## src/rtl/hst_pkg.sv

```systemverilog
package hst_pkg;

    localparam int DATA_W      = 32;
    localparam int CNT_W       = 2 * DATA_W;
    localparam int PSC_W       = 3;
    localparam int DRAIN_TICKS = 2;
    localparam int DRAIN_W     = 2;
    localparam int ADDR_IEN    = 'h00;
    localparam int ADDR_IST    = 'h04;
    localparam int WIN_BASE    = 'h10;
    localparam int WIN_SHIFT   = 5;

    typedef struct packed {
        logic             oneshot;
        logic [PSC_W-1:0] psc;
        logic             reload;
        logic             en;
    } ctrl_t;

    typedef enum logic [2:0] {
        FLD_CTRL   = 3'd0,
        FLD_IVL_LO = 3'd1,
        FLD_IVL_HI = 3'd2,
        FLD_CNT_LO = 3'd3,
        FLD_CNT_HI = 3'd4,
        FLD_NONE   = 3'd7
    } fld_e;

    typedef struct packed {
        logic       ien;
        logic       ist;
        logic       win;
        logic [7:0] ch;
        fld_e       fld;
    } regsel_t;

    function automatic ctrl_t ctrl_unpack(input logic [DATA_W-1:0] w);
        ctrl_t c;
        c.en      = w[0];
        c.reload  = w[1];
        c.psc     = w[6:4];
        c.oneshot = w[7];
        return c;
    endfunction

    function automatic logic [DATA_W-1:0] ctrl_pack(input ctrl_t c);
        return {24'd0, c.oneshot, c.psc, 2'b00, c.reload, c.en};
    endfunction

    function automatic regsel_t reg_decode(input logic [31:0] a, input int unsigned nch);
        regsel_t     s;
        logic [31:0] off;
        s     = '0;
        s.fld = FLD_NONE;
        off   = a - 32'(WIN_BASE);
        if (a[1:0] == 2'b00) begin
            if (a == 32'(ADDR_IEN)) begin
                s.ien = 1'b1;
            end else if (a == 32'(ADDR_IST)) begin
                s.ist = 1'b1;
            end else if (a >= 32'(WIN_BASE) && (off >> WIN_SHIFT) < nch && off[4:2] <= 3'd4) begin
                s.win = 1'b1;
                s.ch  = 8'(off >> WIN_SHIFT);
                s.fld = fld_e'(off[4:2]);
            end
        end
        return s;
    endfunction

endpackage

```

## src/rtl/hst_prescale.sv

```systemverilog
module hst_prescale
    import hst_pkg::*;
#(
    parameter int SEL_W = PSC_W
) (
    input  logic             clk,
    input  logic             rst,
    input  logic             restart,
    input  logic             run,
    input  logic [SEL_W-1:0] psc,
    output logic             tick
);

    localparam int DIV_W = (1 << SEL_W) - 1;

    logic [DIV_W-1:0] div_r;
    logic [DIV_W-1:0] mask;

    assign mask = ~({DIV_W{1'b1}} << psc);
    assign tick = run && ((div_r & mask) == mask);

    always_ff @(posedge clk) begin
        if (rst || restart) begin
            div_r <= '0;
        end else if (run) begin
            div_r <= div_r + 1'b1;
        end
    end

endmodule

```

## src/rtl/hst_channel.sv

```systemverilog
module hst_channel
    import hst_pkg::*;
(
    input  logic              clk,
    input  logic              rst,
    input  logic              ctrl_we,
    input  logic              ivl_lo_we,
    input  logic              ivl_hi_we,
    input  logic [DATA_W-1:0] wdata,
    output ctrl_t             ctrl_q,
    output logic [CNT_W-1:0]  ivl_q,
    output logic [CNT_W-1:0]  cnt_q,
    output logic              fire
);

    ctrl_t              ctrl_r;
    ctrl_t              wctl;
    logic [CNT_W-1:0]   ivl_r;
    logic [CNT_W-1:0]   cnt_r;
    logic [DRAIN_W-1:0] drain_r;
    logic               active;
    logic               run;
    logic               tick;

    assign wctl   = ctrl_unpack(wdata);
    assign active = ctrl_r.en || (drain_r != '0);
    assign run    = active && !ctrl_r.reload;
    assign fire   = tick && (cnt_r <= CNT_W'(1));

    hst_prescale #(.SEL_W(PSC_W)) u_psc (
        .clk     (clk),
        .rst     (rst),
        .restart (ctrl_r.reload),
        .run     (run),
        .psc     (ctrl_r.psc),
        .tick    (tick)
    );

    always_ff @(posedge clk) begin
        if (rst) begin
            ctrl_r  <= '0;
            ivl_r   <= '0;
            cnt_r   <= '0;
            drain_r <= '0;
        end else begin
            if (ivl_lo_we) ivl_r[DATA_W-1:0]     <= wdata;
            if (ivl_hi_we) ivl_r[CNT_W-1:DATA_W] <= wdata;

            if (ctrl_we) begin
                ctrl_r <= wctl;
            end else begin
                ctrl_r.reload <= 1'b0;
                if (fire && ctrl_r.oneshot) ctrl_r.en <= 1'b0;
            end

            if (ctrl_r.reload) begin
                cnt_r <= ivl_r;
            end else if (fire) begin
                cnt_r <= ctrl_r.oneshot ? '0 : ivl_r;
            end else if (tick) begin
                cnt_r <= cnt_r - 1'b1;
            end

            if (ctrl_we) begin
                drain_r <= (ctrl_r.en && !wctl.en) ? DRAIN_W'(DRAIN_TICKS) : '0;
            end else if (fire && ctrl_r.oneshot) begin
                drain_r <= '0;
            end else if (tick && drain_r != '0) begin
                drain_r <= drain_r - 1'b1;
            end
        end
    end

    assign ctrl_q = ctrl_r;
    assign ivl_q  = ivl_r;
    assign cnt_q  = cnt_r;

    a_r2_reload_copy: assert property (@(posedge clk) disable iff (rst)
        ctrl_r.reload |=> cnt_r == $past(ivl_r));

    a_r4_periodic_wrap: assert property (@(posedge clk) disable iff (rst)
        (fire && !ctrl_r.oneshot) |=> cnt_r == $past(ivl_r));

    a_r5_oneshot_halt: assert property (@(posedge clk) disable iff (rst)
        (fire && ctrl_r.oneshot && !ctrl_we) |=> (!ctrl_r.en && cnt_r == '0));

    a_r6_idle_hold: assert property (@(posedge clk) disable iff (rst)
        (!active && !ctrl_r.reload) |=> $stable(cnt_r));

endmodule

```

## src/rtl/hst_rdmux.sv

```systemverilog
module hst_rdmux
    import hst_pkg::*;
#(
    parameter int NUM_CH = 2
) (
    input  regsel_t                         sel,
    input  logic [NUM_CH-1:0]               ien,
    input  logic [NUM_CH-1:0]               st,
    input  logic [NUM_CH-1:0][DATA_W-1:0]   ctl_w,
    input  logic [NUM_CH-1:0][DATA_W-1:0]   ivl_lo,
    input  logic [NUM_CH-1:0][DATA_W-1:0]   ivl_hi,
    input  logic [NUM_CH-1:0][DATA_W-1:0]   cnt_lo,
    input  logic [NUM_CH-1:0][DATA_W-1:0]   shd_hi,
    output logic [DATA_W-1:0]               rdata
);

    always_comb begin
        rdata = '0;
        if (sel.ien) rdata = DATA_W'(ien);
        if (sel.ist) rdata = DATA_W'(st);
        if (sel.win) begin
            for (int n = 0; n < NUM_CH; n++) begin
                if (sel.ch == 8'(n)) begin
                    case (sel.fld)
                        FLD_CTRL:   rdata = ctl_w[n];
                        FLD_IVL_LO: rdata = ivl_lo[n];
                        FLD_IVL_HI: rdata = ivl_hi[n];
                        FLD_CNT_LO: rdata = cnt_lo[n];
                        FLD_CNT_HI: rdata = shd_hi[n];
                        default:    rdata = '0;
                    endcase
                end
            end
        end
    end

endmodule

```

## src/rtl/hst_timer.sv

```systemverilog
module hst_timer
    import hst_pkg::*;
#(
    parameter int NUM_CH = 2,
    parameter int ADDR_W = 8
) (
    input  logic              clk,
    input  logic              rst,
    input  logic              reg_wr,
    input  logic              reg_rd,
    input  logic [ADDR_W-1:0] reg_addr,
    input  logic [31:0]       reg_wdata,
    output logic [31:0]       reg_rdata,
    output logic              irq
);

    regsel_t                       sel;
    logic [NUM_CH-1:0]             ien_r;
    logic [NUM_CH-1:0]             st_r;
    logic [NUM_CH-1:0]             fire_v;
    logic [NUM_CH-1:0][DATA_W-1:0] ctl_w;
    logic [NUM_CH-1:0][DATA_W-1:0] ivl_lo;
    logic [NUM_CH-1:0][DATA_W-1:0] ivl_hi;
    logic [NUM_CH-1:0][DATA_W-1:0] cnt_lo;
    logic [NUM_CH-1:0][DATA_W-1:0] cnt_hi;
    logic [NUM_CH-1:0][DATA_W-1:0] shd_hi;

    assign sel = reg_decode(32'(reg_addr), NUM_CH);

    for (genvar n = 0; n < NUM_CH; n++) begin : g_ch
        ctrl_t            c_q;
        logic [CNT_W-1:0] i_q;
        logic [CNT_W-1:0] k_q;
        logic             hit;

        assign hit = reg_wr && sel.win && (sel.ch == 8'(n));

        hst_channel u_ch (
            .clk       (clk),
            .rst       (rst),
            .ctrl_we   (hit && sel.fld == FLD_CTRL),
            .ivl_lo_we (hit && sel.fld == FLD_IVL_LO),
            .ivl_hi_we (hit && sel.fld == FLD_IVL_HI),
            .wdata     (reg_wdata),
            .ctrl_q    (c_q),
            .ivl_q     (i_q),
            .cnt_q     (k_q),
            .fire      (fire_v[n])
        );

        assign ctl_w[n]  = ctrl_pack(c_q);
        assign ivl_lo[n] = i_q[DATA_W-1:0];
        assign ivl_hi[n] = i_q[CNT_W-1:DATA_W];
        assign cnt_lo[n] = k_q[DATA_W-1:0];
        assign cnt_hi[n] = k_q[CNT_W-1:DATA_W];

        always_ff @(posedge clk) begin
            if (rst) begin
                shd_hi[n] <= '0;
            end else if (reg_rd && sel.win && sel.ch == 8'(n) && sel.fld == FLD_CNT_LO) begin
                shd_hi[n] <= cnt_hi[n];
            end
        end
    end

    always_ff @(posedge clk) begin
        if (rst) begin
            ien_r <= '0;
            st_r  <= '0;
        end else begin
            if (reg_wr && sel.ien) ien_r <= reg_wdata[NUM_CH-1:0];
            st_r <= (st_r & ~((reg_wr && sel.ist) ? reg_wdata[NUM_CH-1:0] : '0)) | fire_v;
        end
    end

    assign irq = |(st_r & ien_r);

    hst_rdmux #(.NUM_CH(NUM_CH)) u_rd (
        .sel    (sel),
        .ien    (ien_r),
        .st     (st_r),
        .ctl_w  (ctl_w),
        .ivl_lo (ivl_lo),
        .ivl_hi (ivl_hi),
        .cnt_lo (cnt_lo),
        .shd_hi (shd_hi),
        .rdata  (reg_rdata)
    );

    a_r7_w1c: assert property (@(posedge clk) disable iff (rst)
        (reg_wr && sel.ist) |=>
            ((st_r & $past(reg_wdata[NUM_CH-1:0]) & ~$past(fire_v)) == '0));

    a_r11_expiry_sets: assert property (@(posedge clk) disable iff (rst)
        (fire_v != '0) |=> ((st_r & $past(fire_v)) == $past(fire_v)));

endmodule

```

## config.mk

```make
export PLATFORM = sky130hd
export DESIGN_NAME = hst_timer
export DESIGN_NICKNAME = d
export VERILOG_FILES = /design/src/rtl/hst_pkg.sv /design/src/rtl/hst_prescale.sv /design/src/rtl/hst_channel.sv /design/src/rtl/hst_rdmux.sv /design/src/rtl/hst_timer.sv
export SDC_FILE = /design/constraint.sdc
export NUM_CORES = 1
export LEC_CHECK = 0
export BUFFER_PORTS_ARGS = -buffer_cell sky130_fd_sc_hd__buf_2
export CAP_MARGIN = 5
export CORE_UTILIZATION = 55
export CTS_BUF_LIST = sky130_fd_sc_hd__clkbuf_8
export CTS_CLUSTER_DIAMETER = 150
export DETAILED_ROUTE_END_ITERATION = 7
export PLACE_DENSITY = 0.81
export REMOVE_ABC_BUFFERS = 1
export SLEW_MARGIN = 10
export SYNTH_ARGS = -nofsm -noshare
export SYNTH_HDL_FRONTEND = slang
export SYNTH_SLANG_ARGS = --single-unit
export TNS_END_PERCENT = 100
```

## constraint.sdc

```tcl
create_clock -name clk -period 6.5 [get_ports clk]
set_input_delay 1.3 -clock clk [delete_from_list [all_inputs] [get_ports clk]]
set_output_delay 1.3 -clock clk [all_outputs]
set_load 0.02 [all_outputs]
```

## Yosys cells after proc, flatten, opt, wreduce, memory -nomap -nowiden

Cells that the tools add are included.

| word-level totals | value |
|---|---|
| flip-flop bits (word level) | 354 |
| input bits | 44 |
| output and inout bits | 33 |
| word-level logic and storage cells | 140 |

| operators by class | value |
|---|---|
| $add $sub $neg | 7 |
| magnitude comparators | 5 |
| eq/ne operators | 8 |
| shift-type cells | 2 |
| muxes and demuxes | 34 |
| bitwise gates (word level) | 10 |
| reduce and logical (&&, ||, !) cells | 52 |

Operators by type and width:

| operator | number |
|---|---|
| 64-bit two-way mux | 8 |
| 32-bit one-hot mux with 5 select lines | 2 |
| 64-bit by 1-bit <= comparator with 1-bit output (second input constant) | 2 |
| 64-bit by 1-bit subtractor with 64-bit output (second input constant) | 2 |
| 32-bit two-way mux | 3 |
| 1-bit logical AND | 30 |
| 27-bit by 2-bit < comparator with 1-bit output (second input constant) | 1 |
| 12-bit two-way mux | 2 |
| 2-bit two-way mux | 11 |
| 8-bit logical NOT | 2 |
| 7-bit by 1-bit adder with 7-bit output (second input constant) | 2 |
| 7-bit AND | 2 |
| 7-bit equality test | 2 |
| 14-bit two-way mux | 1 |
| 7-bit inverter | 2 |
| 7-bit by 3-bit << shifter with 7-bit output (first input constant) | 2 |
| 13-bit two-way mux | 1 |
| 3-bit nonzero test | 4 |
| 8-bit by 5-bit subtractor with 9-bit output (second input constant) | 1 |
| 8-bit by 1-bit equality test with 1-bit output (second input constant) | 1 |
| 8-bit by 3-bit equality test with 1-bit output (second input constant) | 1 |
| 8-bit by 5-bit greater-or-equal comparator with 1-bit output (second input constant) | 1 |
| 2-bit nonzero test | 4 |
| 3-bit by 2-bit equality test with 1-bit output (second input constant) | 2 |
| 14 further kinds | 29 |

## Logic depth before layout (Yosys ltp)

Gate-level depths: netlist (run 1).

| logic depth | value |
|---|---|
| depth after elaboration | 13 |
| depth in mapped cells | 13 |
| depth with buffers taken out | 9 |

## By module

From an unflattened synthesis (run 1), not the netlist that was laid out.

| second synthesis, totals | value |
|---|---|
| cells, all modules | 2273 |
| area, all modules | 20290.7 um^2 |

By module, submodules not included:

| module | instances | cells an instance | area each (um^2) | sequential area each (um^2) |
|---|---|---|---|---|
| hst_channel | 2 | 742 | 6553.8 | 2722.6 |
| hst_timer | 1 | 338 | 3329.4 | 1361.3 |
| hst_rdmux | 1 | 367 | 3160.5 | 0.0 |
| hst_prescale | 2 | 42 | 346.6 | 140.1 |

## Worst setup path after synthesis (run 1)

Ideal clock, no wire load.

| timing path | value |
|---|---|
| path kind | input-to-output |
| start point | in reg_addr[4] |
| end point | out reg_rdata[10] |
| arrival | 3761 ps |
| data required time | 5200 ps |
| setup slack | 1439 ps |
| stages | 11 |
| buffers on the path | 2 |
| path through | inv_2 > ha_1 > xnor2_1 > o311ai_1 > or3_1 > clkbuf_1 > nor3b_1 > clkbuf_1 > a222oi_1 > a21boi_0 > o22ai_1 |

| between the ends | value |
|---|---|
| word-level cells in the longest chain between the ends | 13 |
| elaborated cells on any way between the ends | 24 |
| those cells by class | add/sub (1); order compare (3); eq/ne (6); mux (9); reduce/logical (5) |

RTL lines:

| what | line | source |
|---|---|---|
| start: declaration | hst_timer.sv:11 | `input logic [ADDR_W-1:0] reg_addr,` |
| 8-bit by 5-bit subtractor with 9-bit output | hst_pkg.sv:55 | `off = a - 32'(WIN_BASE);` |
| 27-bit by 2-bit < comparator with 1-bit output | hst_pkg.sv:61 | `end else if (a >= 32'(WIN_BASE) && (off >> WIN_SHIFT) < nch && off[4:2] <= 3'd4) begin` |
| 1-bit logical AND (2 in series) | hst_pkg.sv:61 |  |
| 12-bit two-way mux | hst_pkg.sv:61 |  |
| 12-bit two-way mux | hst_pkg.sv:59 | `end else if (a == 32'(ADDR_IST)) begin` |
| 13-bit two-way mux * | hst_pkg.sv:57 | `if (a == 32'(ADDR_IEN)) begin` |
| 14-bit two-way mux * | hst_pkg.sv:56 | `if (a[1:0] == 2'b00) begin` |
| 3-bit equality test, or another cell as far along | hst_rdmux.sv:24 | `case (sel.fld)` |
| 32-bit one-hot mux with 5 select lines | hst_rdmux.sv:24 |  |
| 32-bit two-way mux (2 in series) | hst_rdmux.sv:23 | `if (sel.ch == 8'(n)) begin` |
| 32-bit two-way mux * | hst_rdmux.sv:21 | `if (sel.win) begin` |
| end: declaration | hst_timer.sv:13 | `output logic [31:0] reg_rdata,` |

Mark *: on every way between the ends. The rest lies on a longest branch, timed or not.

## Final worst setup path (run 1)

Ends and elaborated chain as after synthesis.

==> results.py, run 1 <==
metrics = {
    "cells_and_area": {
        "antenna_cells": 0,
        "final_area_um2": 19900,
        "fill_cells": 2842,
        "drive_above_1_share_pct": 10.6,
        "area_growth_syn_to_layout_pct": 9.72,
        "final_common_cell": "dfxtp_1",
        "finalNonFillerCells": 2748,
        "layout.nets": 2316,
        "final_cell_mix": "354 x dfxtp_1, 307 x nand2_1, 264 x nor2_1",
    },
    "floorplan": {
        "start_util_pct": 55.9,
        "design.core.area_um2": 32500,
        "dieArea_um2": 33800,
        "ioPinCount": 77,
        "die_w_um": 184,
        "die_h_um": 184,
        "rows": 66,
    },
    "run_status": {
        "status": "finished with violations",
        "violations": "DRC",
    },
    "power": {
        "p_sw_mw": 1.06,
        "pwr-share-clk_pct": 45.0,
        "intPower_mw": 3.23,
        "power.density_nw_per_um2": 215,
        "peakVddDrop_v": 0.000137,
        "swShare_pct": 24.7,
        "total_leakage_power_nw": 7.65,
        "seqPwrFrac_pct": 50.6,
        "comb_power_share_pct": 4.3,
    },
    "setup_path": {
        "worstPathArrival_ns": 4.37,
        "cp.depth": 12,
        "cp_slowest_stage_delay_ns": 0.55,
        "critPathBufInv": 4,
        "crit_required_ns": 5.20,
        "start_kind": "input pin",
        "crit_fanout": 56,
        "rr_worst_depth": 7,
        "path_cells": "buf_2, inv_2, ha_1, xnor2_1, o311ai_1, or3_1, nor3b_2, buf_4, a222oi_1, a21boi_0, o22ai_1, buf_2",
        "slowest_stage": "or3_1",
        "crit_family": "buffers and inverters",
        "cp-end-kind": "output pin",
        "crit_top_cell": "buf_2",
        "rrSetupSlack_ns": 2.44,
        "worstSetupPathType": "in -> out",
    },
    "grt": {
        "grt.overflow.total": 0,
        "grt_max_degree": 110,
        "antenna_found_initial": 0,
        "grt_use_total_pct": 38.7,
        "grt_pass1_wl_mm": 101,
        "grt_pass1_vias": 17000,
    },
    "worst_hold_path": {
        "hp-class": "reg -> reg",
        "hold_depth": 2,
    },
    "clock_network": {
        "cts-resized-gates": 0,
        "cts_setup_buffers": 0,
        "clock-sinks": 354,
        "htreeDepth": 2,
        "cts.path.max_buffers": 3,
        "cts_tree": "done",
        "clk_latency_ns": 0.65,
        "ctsRootBufferMaster": "clkbuf_8",
        "cts_inserted_buffers": 58,
        "clk_pin_slew_ns": 0.06,
        "hold_buffers": 0,
    },
    "placement": {
        "dp_cells": 2644,
        "dp_slack_ns": 0.934,
        "portBuffers": 76,
        "dpl.hpwl_mm": 45.4,
        "gp_congestion": 1.03,
        "dpl-instance-area_um2": 18800,
    },
    "routing": {
        "antenna_left": 0,
        "route.detailed.drc": 5,
        "drtPass1Iterations": 8,
        "routed_wl_mm": 66.5,
        "via_count": 18900,
        "via_per_inst": 6.87,
        "wl_per_cell_um": 24.2,
        "drt_iter0_markers": 3252,
    },
    "logic_synthesis": {
        "ys_ff_latch": 354,
        "synthFlopType": "dfxtp_1",
        "synth_area_um2": 18200,
        "ys_warn_count": 0,
        "synth_edf_count": 0,
        "avgSynthCellArea_um2": 8.05,
        "synth_seq_area_share_pct": 39.0,
        "synth.distinct_cells": 79,
        "netlist_instances": 2259,
        "ys_async_sr_fraction_pct": 0,
    },
    "timing": {
        "fin_skew_ns": 0.0210,
        "post-route-period-util_pct": 87.2,
        "hold_viol": 0,
        "finalSetupViolations": 0,
        "slew_viol_final": 0,
        "grt_setup_unrepaired": "false",
        "fmax_ghz": 0.176,
        "final.min_clock_period_ns": 5.67,
        "slew_headroom_pct": 21.8,
        "tightest_slew_ns": 1.16,
        "fin_ws_ns": 0.830,
    },
    "run": {
        "cap_violations": 0,
    },
}
worst min-delay path: stages, from the launching register on:
cell	delay (ns)
dfxtp_1	0.32
nand2_1	0.05
a21oi_1	0.05
routing by layer:
layer	routed length, µm	track usage [%]
met3	8890	8.93
met1	26000	52.6
met4	2560	16.0
met2	29100	58.9
met5	0	0
area by class of cell:
cell class	count	area [µm²]	share of cell area [%]
flip-flops and latches	354	7090	35.5
multi-input cells	1710	10400	52.0
inverters	24	90.1	0.452
repair buffers	114	701	3.51
well taps	442	553	2.77
clock buffers	71	977	4.90
clock inverters	33	159	0.797
Yosys cell counts (11+ instances only):
cell | instances | share of area, %
xnor2_1 | 22 | 1.1
nand3_1 | 46 | 1.3
o21ai_0 | 86 | 2.4
nand3b_1 | 11 | 0.45
a31oi_1 | 26 | 0.90
nand2_1 | 307 | 6.3
o211ai_1 | 13 | 0.54
a21oi_1 | 188 | 5.2
inv_1 | 22 | 0.45
a221oi_1 | 27 | 1.3
nor2_1 | 265 | 5.5
xor2_1 | 21 | 1.0
and3_1 | 21 | 0.72
o22ai_1 | 40 | 1.4
nor3_1 | 76 | 2.1
a21boi_0 | 58 | 2.4
buf_2 | 20 | 0.55
nand4_1 | 25 | 0.86
or4_1 | 25 | 1.0
a32oi_1 | 21 | 1.0
nor4_1 | 32 | 1.1
dfxtp_1 | 354 | 39
clkbuf_1 | 136 | 2.8
or3_1 | 32 | 1.1
mux2i_1 | 113 | 6.2
a222oi_1 | 52 | 2.9
buf_1 | 11 | 0.23
a22oi_1 | 40 | 1.7
power by group through the flow:
stage | clock network, mW | registers, mW | logic, mW
floorplan | 0 | 2.22 | 0.0708
global placement | 0 | 2.22 | 0.175
detailed placement | 0 | 2.22 | 0.177
CTS | 1.94 | 2.17 | 0.178
global route | 2.03 | 2.17 | 0.194
finish | 1.93 | 2.17 | 0.187
through the flow:
stage          hold WS (ns)  TNS, ns  util, %  total power, mW
6_report              0.474        0     61.3             4.29
5_1_grt               0.491        0     61.3             4.39
4_1_cts               0.471        0     61.3             4.29
3_5_place_dp          0.463        0     57.8             2.40
3_3_place_gp          0.462        0     57.8             2.40
2_1_floorplan         0.435  -120.96        -             2.29
cell families after synthesis:
group	after synthesis	share of synthesized area, %
simple gates	911	23.7
compound gates	617	22.7
flops	354	39.0
buf+inv	195	4.25
mux	129	7.59
xor+xnor	43	2.07
fa+ha+maj	10	0.688
flip-flops by register name, summed over array words and instances, names as in the netlist:
signal	cells
g_ch.u_ch.cnt_q	128
g_ch.u_ch.ctrl_q	12
g_ch.u_ch.drain_r	4
g_ch.u_ch.ivl_q	128
g_ch.u_ch.u_psc.div_r	14
ien_r	2
shd_hi	64
st_r	2
final timing paths:
| kind | start | end |
|---|---|---|
| min reg2reg | g_ch[0].u_ch.ivl_q[1] | g_ch[0].u_ch.ivl_q[1] |
| min | g_ch[0].u_ch.ivl_q[1] | g_ch[0].u_ch.ivl_q[1] |
| max reg2reg | g_ch[0].u_ch.cnt_q[2] | g_ch[0].u_ch.cnt_q[40] |
| max | reg_addr[4] | reg_rdata[10] |
No activity file was read; power rests on OpenSTA's default activity.
==> run 2, diff against run 1 <==
--- a/config.mk
+++ b/config.mk
@@ -11,7 +11,7 @@
 export CTS_BUF_LIST = sky130_fd_sc_hd__clkbuf_8
 export CTS_CLUSTER_DIAMETER = 150
 export DETAILED_ROUTE_END_ITERATION = 7
-export PLACE_DENSITY = 0.81
+export PLACE_DENSITY = 0.84
 export REMOVE_ABC_BUFFERS = 1
 export SLEW_MARGIN = 10
 export SYNTH_ARGS = -nofsm -noshare
==> constraint.sdc (replaced) <==
create_clock -name clk -period 4.8 [get_ports clk]
set_input_delay 0.96 -clock clk [delete_from_list [all_inputs] [get_ports clk]]
set_output_delay 0.96 -clock clk [all_outputs]
set_load 0.02 [all_outputs]
==> run 2 against run 1 <==
  * The run still ends with DRC left
  * Final cell count grew 0.84%
  * Critical endpoint unchanged
  * Largest cell class unchanged
  * Utilization up 1.1 points
  * Largest power group unchanged
  * Hold slack better by 0.0042 ns
  * Combinational power grew 40%
==> results.py, run 2 (same netlist as run 1, synthesis figures left out) <==
metrics = {
    "clock_network": {
        "cts_setup_buffers": 0,
        "htreeDepth": 2,
        "ctsRootBufferMaster": "clkbuf_8",
        "hold_buffers": 0,
        "clk_latency_ns": 0.64,
        "cts_inserted_buffers": 58,
        "cts.path.max_buffers": 3,
        "cts_tree": "done",
        "clk_pin_slew_ns": 0.06,
        "clock-sinks": 354,
    },
    "grt": {
        "grt_max_degree": 81,
        "grt_pass1_wl_mm": 104,
        "grt.overflow.total": 0,
        "antenna_found_initial": 0,
        "grt_pass1_vias": 17500,
        "grt_use_total_pct": 39.8,
    },
    "power": {
        "comb_power_share_pct": 4.3,
        "intPower_mw": 4.65,
        "swShare_pct": 23.8,
        "p_sw_mw": 1.45,
        "seqPwrFrac_pct": 48.2,
        "total_leakage_power_nw": 7.79,
        "pwr-share-clk_pct": 47.5,
        "power.density_nw_per_um2": 301,
        "p_total_mw": 6.10,
        "peakVddDrop_v": 0.000249,
    },
    "timing": {
        "hold-worst-slack_ns": 0.478,
        "final.min_clock_period_ns": 4.62,
        "fin_skew_ns": 0.0378,
        "slew_viol_final": 0,
        "slew_headroom_pct": 11.1,
        "hold_viol": 0,
        "finalSetupViolations": 0,
        "fin_ws_ns": 0.184,
        "final.setup.tns_ns": 0,
        "tightest_slew_ns": 1.33,
        "post-route-period-util_pct": 96.2,
        "fmax_ghz": 0.217,
        "grt_setup_unrepaired": "false",
    },
    "setup_path": {
        "rrSetupSlack_ns": 1.12,
        "rr_startpoint": "g_ch[0].u_ch.cnt_q[20]",
        "r2r_end": "g_ch[0].u_ch.cnt_q[62]",
        "startpoint": "reg_addr[4]",
        "worstPathArrival_ns": 3.66,
        "start_kind": "input pin",
        "rr_worst_depth": 7,
        "cp-end-kind": "output pin",
        "worstSetupPathType": "in -> out",
        "crit_fanout": 61,
        "crit_required_ns": 3.84,
    },
    "worst_hold_path": {
        "hold_depth": 2,
        "holdPathEnd": "g_ch[1].u_ch.ivl_q[27]",
        "hp-class": "reg -> reg",
        "hp-start": "g_ch[1].u_ch.ivl_q[27]",
    },
    "cells_and_area": {
        "area_growth_syn_to_layout_pct": 11.6,
        "post-route-util_pct": 62.3,
        "finalNonFillerCells": 2771,
        "drive_above_1_share_pct": 11.9,
        "layout.nets": 2338,
        "antenna_cells": 0,
        "final_cell_mix": "354 x dfxtp_1, 307 x nand2_1, 264 x nor2_1",
        "final_area_um2": 20300,
        "final_common_cell": "dfxtp_1",
    },
    "run_status": {
        "violations": "DRC",
        "status": "finished with violations",
    },
    "floorplan": {
        "start_util_pct": 55.9,
        "rows": 66,
        "die_h_um": 184,
        "design.core.area_um2": 32500,
        "ioPinCount": 77,
        "die_w_um": 184,
        "dieArea_um2": 33800,
    },
    "placement": {
        "dpl-instance-area_um2": 19000,
        "gp_congestion": 1.04,
        "dp_slack_ns": 0.245,
        "dpl.hpwl_mm": 47.5,
        "portBuffers": 76,
        "dp_cells": 2666,
    },
    "routing": {
        "via_per_inst": 6.81,
        "antenna_left": 0,
        "route.detailed.drc": 2,
        "via_count": 18900,
        "drt_iter0_markers": 3070,
        "wl_per_cell_um": 24.5,
        "routed_wl_mm": 67.9,
        "drtPass1Iterations": 8,
    },
    "run": {
        "cap_violations": 0,
    },
}
run 2: repair_timing:
item                                    CTS  global route
hold endpoints to repair                  0             0
resized for setup                         0             1
endpoints found under the setup margin    0             1
run 2: worst max-delay path, stage by stage:
cell	delay [ns]
buf_2	0.10
inv_2	0.07
ha_1	0.21
xnor2_1	0.15
o311ai_1	0.16
or3_1	0.48
nor3b_2	0.30
buf_12	0.30
a222oi_1	0.16
a21boi_0	0.15
o22ai_1	0.35
buf_2	0.24
run 2: power groups by stage:
stage	sequential [mW]	combinational [mW]	clock, mW
6_report	2.94	0.261	2.90
2_1_floorplan	3.01	0.0958	0
3_5_place_dp	3.01	0.248	0
3_3_place_gp	3.01	0.245	0
5_1_grt	2.94	0.272	3.04
4_1_cts	2.94	0.249	2.90
run 2: per-layer routing:
metal / track usage (%) / part of all wire, %
met1: 53.8 / 39
met5: 0 / 0
met2: 60.4 / 43
met4: 17.6 / 4.5
met3: 9.13 / 14
run 2: worst max-delay path by stage:
| stage | endpoint | slack (ns) | cells after the start |
|---|---|---|---|
| finish | reg_rdata[10] | 0.18 | 12 |
| global route | reg_rdata[27] | 0.11 | 12 |
| CTS | reg_rdata[27] | 0.23 | 12 |
| detailed placement | reg_rdata[27] | 0.25 | 12 |
| global placement | reg_rdata[27] | 0.35 | 12 |
| floorplan | reg_rdata[10] | -2.52 | 9 |
run 2: area by class of cell:
class / instances / area [µm²]
Multi-Input combinational cell: 1710 / 10400
Clock inverter: 28 / 226
Sequential cell: 354 / 7090
Fill cell: 2879 / 12300
Tap cell: 442 / 553
Clock buffer: 77 / 1060
Inverter: 24 / 90.1
Timing Repair Buffer: 136 / 903
